--- src/rtl/txq_pkg.sv ---
package txq_pkg;

    localparam int FLG_EOP = 0;
    localparam int FLG_IRQ = 1;

    // Software-written part of a ring entry (status word lives above it)
    typedef struct packed {
        logic [15:0] flags;
        logic [15:0] len;
        logic [63:0] addr;
    } txq_desc_t;

    localparam int DESC_RD_W = $bits(txq_desc_t);

    typedef enum logic [1:0] {
        ST_IDLE,
        ST_FETCH,
        ST_MOVE,
        ST_WB
    } txq_state_e;

    // Completion word: length, upper flag bits echoed, done in bit 0
    function automatic logic [31:0] make_status(input txq_desc_t d);
        return {d.len, d.flags[15:1], 1'b1};
    endfunction

endpackage

--- src/rtl/txq_doorbell.sv ---
module txq_doorbell
    import txq_pkg::*;
#(
    parameter int IDX_W = 8
) (
    input  logic             clk,
    input  logic             rst,
    input  logic             db_we,
    input  logic [IDX_W-1:0] db_index,
    input  logic [IDX_W-1:0] tail,
    output logic [IDX_W-1:0] head,
    output logic             db_err
);
    localparam int RING = 2 ** IDX_W;
    localparam logic [IDX_W-1:0] IDX_MASK = IDX_W'(RING - 1);

    logic [IDX_W-1:0] pend_now;
    logic [IDX_W-1:0] pend_new;
    logic             fits;

    always_comb begin
        pend_now = (head - tail) & IDX_MASK;
        pend_new = (db_index - tail) & IDX_MASK;
        fits     = (pend_new >= pend_now);
    end

    always_ff @(posedge clk) begin
        if (rst) begin
            head   <= '0;
            db_err <= 1'b0;
        end else begin
            db_err <= db_we && !fits;
            if (db_we && fits) begin
                head <= db_index;
            end
        end
    end
endmodule

--- src/rtl/txq_engine.sv ---
module txq_engine
    import txq_pkg::*;
#(
    parameter int IDX_W = 8
) (
    input  logic                 clk,
    input  logic                 rst,
    input  logic [IDX_W-1:0]     head,
    output logic [IDX_W-1:0]     tail,
    output logic                 dsc_req,
    output logic                 dsc_we,
    output logic [IDX_W-1:0]     dsc_idx,
    output logic [31:0]          dsc_wstatus,
    input  logic                 dsc_ack,
    input  logic [DESC_RD_W-1:0] dsc_rdata,
    output logic                 mv_req,
    output logic [63:0]          mv_addr,
    output logic [15:0]          mv_len,
    output logic                 mv_eop,
    input  logic                 mv_done,
    output logic                 irq
);
    localparam int RING = 2 ** IDX_W;
    localparam logic [IDX_W-1:0] IDX_MASK = IDX_W'(RING - 1);

    txq_state_e state;
    txq_desc_t  cur;
    txq_desc_t  fetched;

    assign fetched = txq_desc_t'(dsc_rdata);

    always_ff @(posedge clk) begin
        if (rst) begin
            state <= ST_IDLE;
            tail  <= '0;
            cur   <= '0;
            irq   <= 1'b0;
        end else begin
            irq <= 1'b0;
            unique case (state)
                ST_IDLE: begin
                    if (tail != head) state <= ST_FETCH;
                end
                ST_FETCH: begin
                    if (dsc_ack) begin
                        cur   <= fetched;
                        state <= (fetched.len == '0) ? ST_WB : ST_MOVE;
                    end
                end
                ST_MOVE: begin
                    if (mv_done) state <= ST_WB;
                end
                ST_WB: begin
                    if (dsc_ack) begin
                        tail  <= (tail + 1'b1) & IDX_MASK;
                        irq   <= cur.flags[FLG_IRQ];
                        state <= ST_IDLE;
                    end
                end
                default: state <= ST_IDLE;
            endcase
        end
    end

    always_comb begin
        dsc_req     = (state == ST_FETCH) || (state == ST_WB);
        dsc_we      = (state == ST_WB);
        dsc_idx     = tail;
        dsc_wstatus = make_status(cur);
        mv_req      = (state == ST_MOVE);
        mv_addr     = cur.addr;
        mv_len      = cur.len;
        mv_eop      = cur.flags[FLG_EOP];
    end
endmodule

--- src/rtl/txq_consumer.sv ---
module txq_consumer
    import txq_pkg::*;
#(
    parameter int IDX_W = 8
) (
    input  logic                 clk,
    input  logic                 rst,
    input  logic                 db_we,
    input  logic [IDX_W-1:0]     db_index,
    output logic                 db_err,
    output logic [IDX_W-1:0]     cons_index,
    output logic                 dsc_req,
    output logic                 dsc_we,
    output logic [IDX_W-1:0]     dsc_idx,
    output logic [31:0]          dsc_wstatus,
    input  logic                 dsc_ack,
    input  logic [DESC_RD_W-1:0] dsc_rdata,
    output logic                 mv_req,
    output logic [63:0]          mv_addr,
    output logic [15:0]          mv_len,
    output logic                 mv_eop,
    input  logic                 mv_done,
    output logic                 irq
);
    logic [IDX_W-1:0] head;
    logic [IDX_W-1:0] tail;

    txq_doorbell #(.IDX_W(IDX_W)) u_db (
        .clk      (clk),
        .rst      (rst),
        .db_we    (db_we),
        .db_index (db_index),
        .tail     (tail),
        .head     (head),
        .db_err   (db_err)
    );

    txq_engine #(.IDX_W(IDX_W)) u_eng (
        .clk         (clk),
        .rst         (rst),
        .head        (head),
        .tail        (tail),
        .dsc_req     (dsc_req),
        .dsc_we      (dsc_we),
        .dsc_idx     (dsc_idx),
        .dsc_wstatus (dsc_wstatus),
        .dsc_ack     (dsc_ack),
        .dsc_rdata   (dsc_rdata),
        .mv_req      (mv_req),
        .mv_addr     (mv_addr),
        .mv_len      (mv_len),
        .mv_eop      (mv_eop),
        .mv_done     (mv_done),
        .irq         (irq)
    );

    assign cons_index = tail;
endmodule

--- config.mk ---
export PLATFORM = sky130hd
export DESIGN_NAME = txq_consumer
export DESIGN_NICKNAME = d
export VERILOG_FILES = /design/src/rtl/txq_pkg.sv /design/src/rtl/txq_doorbell.sv /design/src/rtl/txq_engine.sv /design/src/rtl/txq_consumer.sv
export SDC_FILE = /design/constraint.sdc
export NUM_CORES = 1
export LEC_CHECK = 0
export ABC_AREA = 0
export CAP_MARGIN = 20
export CORE_ASPECT_RATIO = 0.9
export CORE_MARGIN = 2
export CORE_UTILIZATION = 41
export DETAILED_ROUTE_END_ITERATION = 10
export GPL_ROUTABILITY_DRIVEN = 0
export HOLD_SLACK_MARGIN = 0.12
export PLACE_DENSITY = 0.8
export SLEW_MARGIN = 20
export SYNTH_ARGS = -nofsm -noshare
export SYNTH_HDL_FRONTEND = slang
export SYNTH_HIERARCHICAL = 1
export SYNTH_SLANG_ARGS = --single-unit
--- constraint.sdc ---
create_clock -name clk -period 3.6 [get_ports clk]
set_input_delay 0.36 -clock clk [delete_from_list [all_inputs] [get_ports clk]]
set_output_delay 0.36 -clock clk [all_outputs]
set_load 0.02 [all_outputs]
==> results.yml, run 1 <==
synthesis:
  synth_area_per_cell_um2: 7.99
  async_flop_share_pct: 0
  ys_seq_area_share_pct: 44.8
  netlist.top_cell.by_area: "dfxtp_1"
  syn_inst: 649
  synthesis.area_mm2: 0.00518
  synth_edf_count: 0
  synth_top_area_share_pct: 44.8
  ys_dominant_reg_cell: "dfxtp_1"
  synth_area_leaders: "dfxtp_1 (45%), nand2_1 (15%), a21oi_1 (11%)"
  synth_cell_types: 43
  synth_fp_nets: 787
  ys_warn_count: 6
  ys_seq_elements: 116
floorplanning:
  placementRows: 38
  dieArea_mm2: 0.0136
  die-width_um: 123
  boundaryPins: 243
  initial_core_util_pct: 42.6
  chipHeight_um: 111
  coreArea_mm2: 0.0122
detailed_routing:
  drt-initial-drc-count: 289
  routed-wl-met2_um: 7140
  viasPerCell: 4.84
  route.detailed.drc: 0
  met3_wirelength_um: 1590
  dr.pass1.iters: 4
  drt-total-wl_um: 15100
  ant_nets: 0
  top_layer_used: "met4"
  via_count: 5008
  avgRoutedWirePerCell_um: 14.6
  wl_met1_um: 6190
timing:
  setup_viol: 0
  fin_ws_ps: 203
  clock_skew_ps: 10.0
  max_slew_margin_pct: 29.2
  min_period_ps: 3400
  tightest_slew_ps: 1060
  fmax_mhz: 294
  period_share_pct: 94.3
  hold_violations: 0
  rsz0062_at_grt: "no"
  slew_viol_final: 0
clocking:
  clk_latency_ps: 400
  cts_sinks: 116
  holdBufCountCts: 0
  clkTransAtPathRegs_ps: 60
  cts-root-buf: "clkbuf_16"
  cts_buffer_depth: 2
  cts_tree: "yes"
  post_cts_resized: 0
  postCtsSetupBuffers: 0
  htree_levels: 4
  cts_buffers: 17
finish:
  area_growth_pct: 58.6
  final_common_cell: "clkdlybuf4s50_1"
  nFillCells: 1042
  final_nets: 1001
  final_cell_mix: "clkdlybuf4s50_1 (240), nand2_1 (200), dfxtp_1 (116)"
  multiInputGateArea_mm2: 0.00246
  post-route-util_pct: 67.5
  diodes: 0
  drive_gt1_share_pct: 5.84
  ff_latch_area_mm2: 0.00232
min_path:
  hp-class: "register to register"
  min_path_cells: 2
global_route:
  grt_pass1_wl_um: 23900
  grt_overflow: 0
  grt_max_degree: 97
  grt_pass1_vias: 4882
  grt_usage_pct: 22.1
  antenna_found_initial: 0
power:
  ir_drop_mv: 0.442
  power.leakage_nw: 3.11
  power.density_mw_per_mm2: 600
  finalPower_mw: 4.93
critical_path:
  crit_path_end_kind: "register"
  arrival_ps: 3650
  rr_worst_depth: 17
  critPathLaunchType: "primary input"
  worstSetupPathType: "primary input to register"
  required_ps: 3850
  path_max_fanout: 4
outcome:
  outcome: "finished clean"
placed_design:
  dp_slack_ps: -211
  hpwlAfterDp_um: 10600
  portBuffers: 241
flow_run:
  drv_cap: 0
layer usage:
layer	vias up	global-route usage [%]
li1	2527	-
met1	2276	25.8
met2	195	36.0
met3	10	10.1
met4	0	6.44
met5	-	0
kinds of logic after synthesis:
logic type / after synthesis / synth area share [%]
AOI/OAI and AO/OA: 129 / 13.6
xor gates and xnor gates: 27 / 4.56
adders and majority gates: 29 / 7.29
buffers and inverters: 83 / 7.97
DFF: 116 / 44.8
muxes: 9 / 1.74
other: 1 / 0.0724
and+or+nand+nor: 255 / 20.0
stage by stage:
stage	setup TNS, ps	instance area, um^2	cells	hold slack (ps)
2_1_floorplan	0	5180	649	494
3_3_place_gp	-1150	7590	1004	441
3_5_place_dp	-1540	7590	1004	446
4_1_cts	0	8220	1034	453
5_1_grt	0	8220	1034	467
6_report	0	8220	1034	452
synthesized netlist by cell type, types with 3 or more instances:
library cell	count
nor4_1	6
buf_2	6
nand4_1	3
mux2i_1	9
clkbuf_1	27
nand3_1	8
a21oi_1	110
dfxtp_1	116
ha_1	27
xor2_1	15
nor2_1	23
o21ai_0	4
a21o_1	3
xnor2_1	12
nand2_1	201
buf_4	25
inv_1	23
layout make-up:
type,count,area share [%]
Clock inverter,9,1.84
Timing Repair Buffer,254,30.6
Tap cell,160,2.43
Inverter,24,1.10
Clock buffer,21,5.84
Sequential cell,116,28.2
Multi-Input combinational cell,450,29.9
worst max-delay path, stage by stage:
cell and delay (ps):
clkdlybuf4s50_1 480, inv_1 50, ha_1 220, fa_1 410
nor2b_1 130, o21ai_0 120, a21boi_1 190, nor4_1 70
a311o_1 330, ha_1 320, nand4_1 100, a311oi_1 50
buf_4 150, o31ai_4 220, buf_4 190, mux2i_1 200
nor2_1 60
flip-flops by register name, summed over array words and instances, names as in the netlist:
name	cells
u_eng/mv_addr	64
u_eng/mv_len	16
u_eng/dsc_wstatus	15
u_db/head	8
u_eng/dsc_idx	8
u_eng/state	2
u_db/db_err	1
u_eng/irq	1
u_eng/mv_eop	1
where the power goes:
part / internal [mW] / switching, mW
Sequential: 1.45 / 0.105
Combinational: 0.730 / 0.859
Clock: 1.22 / 0.566
final timing paths:
| kind | startpoint | endpoint | slack, ps |
|---|---|---|---|
| worst max-delay path | db_index[0] | u_db/head[0] | 200 |
| worst max register to register | u_db/head[0] | u_db/head[0] | 260 |
| worst min register to register | u_eng/mv_addr[22] | u_eng/mv_addr[22] | 450 |
| worst min-delay path | u_eng/mv_addr[22] | u_eng/mv_addr[22] | 450 |
Power figures use the tool's default switching activity.
==> run 2, diff against run 1 <==
- RECOVER_POWER: unset -> 25
==> run 2 against run 1 <==
Against the previous run:
- via count increased by 0.38%
- power fell by 0.62%
- die area did not move
- sequential share of layout area unchanged
- routed wire length is 0.36% lower
- utilization did not move
- global-route usage unchanged
- cell count stayed put
- combinational power about the same
- critical path depth unchanged
- worst hold slack worse by 3.2 ps
- largest cell class unchanged
- largest power group unchanged
==> results.yml, run 2 (synthesis results as in run 1) <==
critical_path:
  arrival_ps: 3650
  critPathSlowestCell: "clkdlybuf4s50_1"
  crit_path_end_kind: "register"
  rr_worst_depth: 17
  critPathLaunchType: "primary input"
  path_max_fanout: 4
  critPathTopFamily: "adder cells"
  crit_buf_inv: 4
  critPathMaxStageDelay_ps: 480
  path_cells: "clkdlybuf4s50_1 > inv_1 > ha_1 > fa_1 > nor2b_1 > o21ai_0 > a21boi_1 > nor4_1 > a311o_1 > ha_1 > nand4_1 > a311oi_1 > buf_4 > o31ai_4 > buf_4 > mux2i_1 > nor2_1"
  required_ps: 3860
  path_depth: 17
  worstSetupPathType: "primary input to register"
placed_design:
  hpwlAfterDp_um: 10600
  dp_slack_ps: -211
  portBuffers: 241
clocking:
  cts_buffers: 17
  clkTransAtPathRegs_ps: 60
  htree_levels: 4
  cts_tree: "yes"
  cts_sinks: 116
  cts_buffer_depth: 2
  cts-root-buf: "clkbuf_16"
  clk_latency_ps: 400
timing:
  period_share_pct: 94.3
  hold_violations: 0
  rsz0062_at_grt: "no"
  holdWs_ps: 448
  max_slew_margin_pct: 29.2
  tightest_slew_ps: 1060
  fmax_mhz: 295
  min_period_ps: 3400
  clock_skew_ps: 11.3
  setup_viol: 0
  slew_viol_final: 0
  fin_ws_ps: 204
global_route:
  antenna_found_initial: 0
  grt_pass1_wl_um: 23900
  grt_pass1_vias: 4882
  grt_usage_pct: 22.1
  grt_max_degree: 97
  grt_overflow: 0
detailed_routing:
  avgRoutedWirePerCell_um: 14.5
  drt-initial-drc-count: 293
  route.detailed.drc: 0
  drt-total-wl_um: 15000
  dr.pass1.iters: 4
  ant_nets: 0
  viasPerCell: 4.86
  via_count: 5027
finish:
  area_growth_pct: 58.6
  drive_gt1_share_pct: 5.84
  diodes: 0
  final_common_cell: "nand2_1"
  final_cell_mix: "nand2_1 (200), clkdlybuf4s50_1 (185), dfxtp_1 (116)"
  largest_reg_flops: 64
  final_nets: 1001
floorplanning:
  chipHeight_um: 111
  initial_core_util_pct: 42.6
  placementRows: 38
  dieArea_mm2: 0.0136
  coreArea_mm2: 0.0122
  boundaryPins: 243
  die-width_um: 123
power:
  p_comb_share_pct: 31.8
  internal-power_mw: 3.38
  ir_drop_mv: 0.440
  p_sw_mw: 1.53
  power.leakage_nw: 3.28
  switching_share_pct: 31.1
  power.density_mw_per_mm2: 596
  power_frac_seq_pct: 31.7
  pwr-share-clk_pct: 36.5
min_path:
  min_path_cells: 2
  hp-class: "register to register"
outcome:
  outcome: "finished clean"
flow_run:
  drv_cap: 0
==> run 2: cell types whose count changed in the layout (fill, tap and decap cells not counted), sizes merged <==
cell,before,now
dlygate4sd3,0,55
clkdlybuf4s50,240,185
==> run 2: worst register-to-register path, stage by stage (launching register included) <==
cell	delay, ps
dfxtp_1	360
inv_1	90
ha_1	140
inv_1	60
fa_1	400
a21o_1	170
a21oi_1	230
o21bai_1	90
a21oi_1	200
xor2_1	220
ha_1	280
nand4_1	100
a311oi_1	50
buf_4	150
o31ai_4	220
buf_4	190
mux2i_1	200
nor2_1	60
==> run 2: layout make-up <==
cell class / count / area [um^2]
fill: 1042 / 3950
timing repair buffer: 254 / 2520
multi-input combinational: 450 / 2460
sequential: 116 / 2320
clock buffer: 21 / 480
tap: 160 / 200
clock inverter: 9 / 151
inverter: 24 / 90.1
==> run 2: power by group through the flow <==
stage / sequential (mW) / combinational (mW) / clock, mW
floorplan: 1.74 / 0.786 / 0
global placement: 1.58 / 1.56 / 0
detailed placement: 1.58 / 1.58 / 0
CTS: 1.56 / 1.59 / 1.83
global route: 1.58 / 1.71 / 1.88
finish: 1.55 / 1.56 / 1.79
==> run 2: path summary, 6_finish.rpt <==
path / from / to / slack, ps
worst max-delay path: db_index[0] / u_db/head[0] / 200
worst min-delay path: u_eng/mv_addr[47] / u_eng/mv_addr[47] / 450
worst max register to register: u_db/head[0] / u_db/head[0] / 250
worst min register to register: u_eng/mv_addr[47] / u_eng/mv_addr[47] / 450
==> run 2: per-stage QoR <==
step,instance area (um^2),TNS (ps),util [%],power [mW],instances
floorplan,5180,0,-,2.53,649
global placement,7590,-1150,62.4,3.14,1004
detailed placement,7590,-1540,62.4,3.17,1004
CTS,8220,0,67.5,4.98,1034
global route,8220,0,67.5,5.17,1034
finish,8220,0,67.5,4.90,1034
==> run 2: what timing repair did <==
action | in CTS | in global routing
endpoints found under the hold margin | 0 | 0
hold buffers | 0 | 0
gates resized for setup | 0 | 1
buffers inserted | 0 | 0
setup endpoints to repair | 0 | 8
==> run 2: per-layer routing <==
metal,wire (um),global-route usage (%),vias up
met3,1560,10.1,14
met1,6100,25.8,2287
met4,174,6.44,0
met2,7160,36.0,197
li1,-,-,2529
met5,0,0,-
==> run 3, diff against run 2 <==
- CORE_UTILIZATION: 41 -> 45
- PLACE_DENSITY: 0.8 -> 0.87
- clock period: 3.6 -> 4 ns (I/O delays scaled with it)
==> run 3 against run 2 <==
Against the previous run:
- routed wire length down 2.3%
- first-iteration DRC count up 14%
- setup slack better by 140 ps
- clock skew up 3.3 ps
==> results.yml, run 3 (synthesis results as in run 1) <==
floorplanning:
  coreArea_mm2: 0.0113
  dieArea_mm2: 0.0124
  die-width_um: 117
  boundaryPins: 243
  chipHeight_um: 106
  placementRows: 37
  initial_core_util_pct: 45.7
critical_path:
  crit_path_end_kind: "register"
  critPathSlowestCell: "clkdlybuf4s50_1"
  required_ps: 4250
  arrival_ps: 3900
  worstSetupPathType: "primary input to register"
  critPathMaxStageDelay_ps: 530
  path_max_fanout: 4
  path_cells: "clkdlybuf4s50_1 > inv_1 > ha_1 > fa_1 > nor2b_1 > o21ai_0 > a21boi_0 > nor4_1 > a311o_1 > ha_1 > nand4_1 > a311oi_1 > buf_4 > o31ai_4 > buf_4 > mux2i_1 > nor2_1"
  rr_startpoint: "u_eng/dsc_idx[0]"
  critPathLaunchType: "primary input"
  startpoint: "db_index[0]"
power:
  p_comb_share_pct: 32.2
  power.density_mw_per_mm2: 532
  p_sw_mw: 1.41
  switching_share_pct: 32.6
  power.leakage_nw: 3.24
  ir_drop_mv: 0.366
  power_frac_seq_pct: 32.3
  pwr-share-clk_pct: 35.5
  internal-power_mw: 2.93
timing:
  rsz0062_at_grt: "no"
  max_slew_margin_pct: 41.7
  setup_viol: 0
  clock_skew_ps: 14.6
  period_share_pct: 91.3
  tightest_slew_ps: 875
  fmax_mhz: 274
  slew_viol_final: 0
  min_period_ps: 3650
  hold_violations: 0
  holdWs_ps: 446
min_path:
  min-delay-start: "u_eng/dsc_wstatus[9]"
  hp-class: "register to register"
detailed_routing:
  via_count: 5032
  dr.pass1.iters: 4
  ant_nets: 0
  route.detailed.drc: 0
  drt-initial-drc-count: 334
  viasPerCell: 4.89
  avgRoutedWirePerCell_um: 14.2
  drt-total-wl_um: 14700
finish:
  area_growth_pct: 57.3
  final_common_cell: "nand2_1"
  post-route-util_pct: 71.9
  diodes: 0
  final_cell_mix: "nand2_1 (200), clkdlybuf4s50_1 (185), dfxtp_1 (116)"
  final_nets: 998
  largest_reg_flops: 64
  drive_gt1_share_pct: 5.61
global_route:
  grt_pass1_wl_um: 23500
  grt_overflow: 0
  antenna_found_initial: 0
  grt_max_degree: 84
  grt_usage_pct: 24.0
  grt_pass1_vias: 4848
clocking:
  cts-root-buf: "clkbuf_16"
  post_cts_resized: 0
  cts_buffer_depth: 2
  cts_sinks: 116
  postCtsSetupBuffers: 0
  clkTransAtPathRegs_ps: 60
  cts_buffers: 17
  holdBufCountCts: 0
  clk_latency_ps: 400
  htree_levels: 4
  cts_tree: "yes"
placed_design:
  portBuffers: 241
  hpwlAfterDp_um: 10600
outcome:
  outcome: "finished clean"
flow_run:
  drv_cap: 0
==> run 3: final timing paths <==
kind	cells after the start	to	slack (ps)
worst max-delay path	17	u_db/head[3]	350
worst min-delay path	2	u_eng/dsc_wstatus[9]	450
worst max register to register	15	u_db/head[3]	500
worst min register to register	2	u_eng/dsc_wstatus[9]	450
==> run 3: power groups by stage <==
| stage | Sequential (mW) | Clock [mW] | Combinational [mW] |
|---|---|---|---|
| finish | 1.40 | 1.54 | 1.40 |
| global route | 1.42 | 1.63 | 1.54 |
| CTS | 1.41 | 1.57 | 1.43 |
| detailed placement | 1.43 | 0 | 1.42 |
| global placement | 1.42 | 0 | 1.40 |
| floorplan | 1.57 | 0 | 0.708 |
==> run 3: area by class of cell <==
class                           count  area (um^2)
Fill cell                         855         3190
Timing Repair Buffer              251         2480
Multi-Input combinational cell    450         2460
Sequential cell                   116         2320
Clock buffer                       18          429
Tap cell                          156          195
Clock inverter                     14          175
Inverter                           24         90.1
==> run 3: worst max-delay path: cells and delay by family <==
family | cells | cell delay, ps
AO/OA/AOI/OAI | 5 | 1060
buffers and inverters | 4 | 940
adder cells (fa/ha/maj) | 3 | 930
AND/OR/NAND/NOR | 4 | 380
multiplexers | 1 | 200
==> run 3: per-stage QoR <==
stage | power (mW) | instance area (um^2) | instances | TNS [ps] | setup slack (ps)
3_5_place_dp | 2.85 | 7550 | 997 | -36.2 | -13.7
4_1_cts | 4.41 | 8150 | 1029 | 0 | 403
6_report | 4.34 | 8150 | 1029 | 0 | 349
2_1_floorplan | 2.28 | 5180 | 649 | 0 | 593
3_3_place_gp | 2.82 | 7550 | 997 | 0 | 149
5_1_grt | 4.59 | 8150 | 1029 | 0 | 90.3
==> run 3: routing by layer <==
layer  GRT usage (%)  routed length (um)
met3            10.0                1320
met1            27.0                5740
met2            40.5                7310
met5               0                   0
met4            7.98                 279
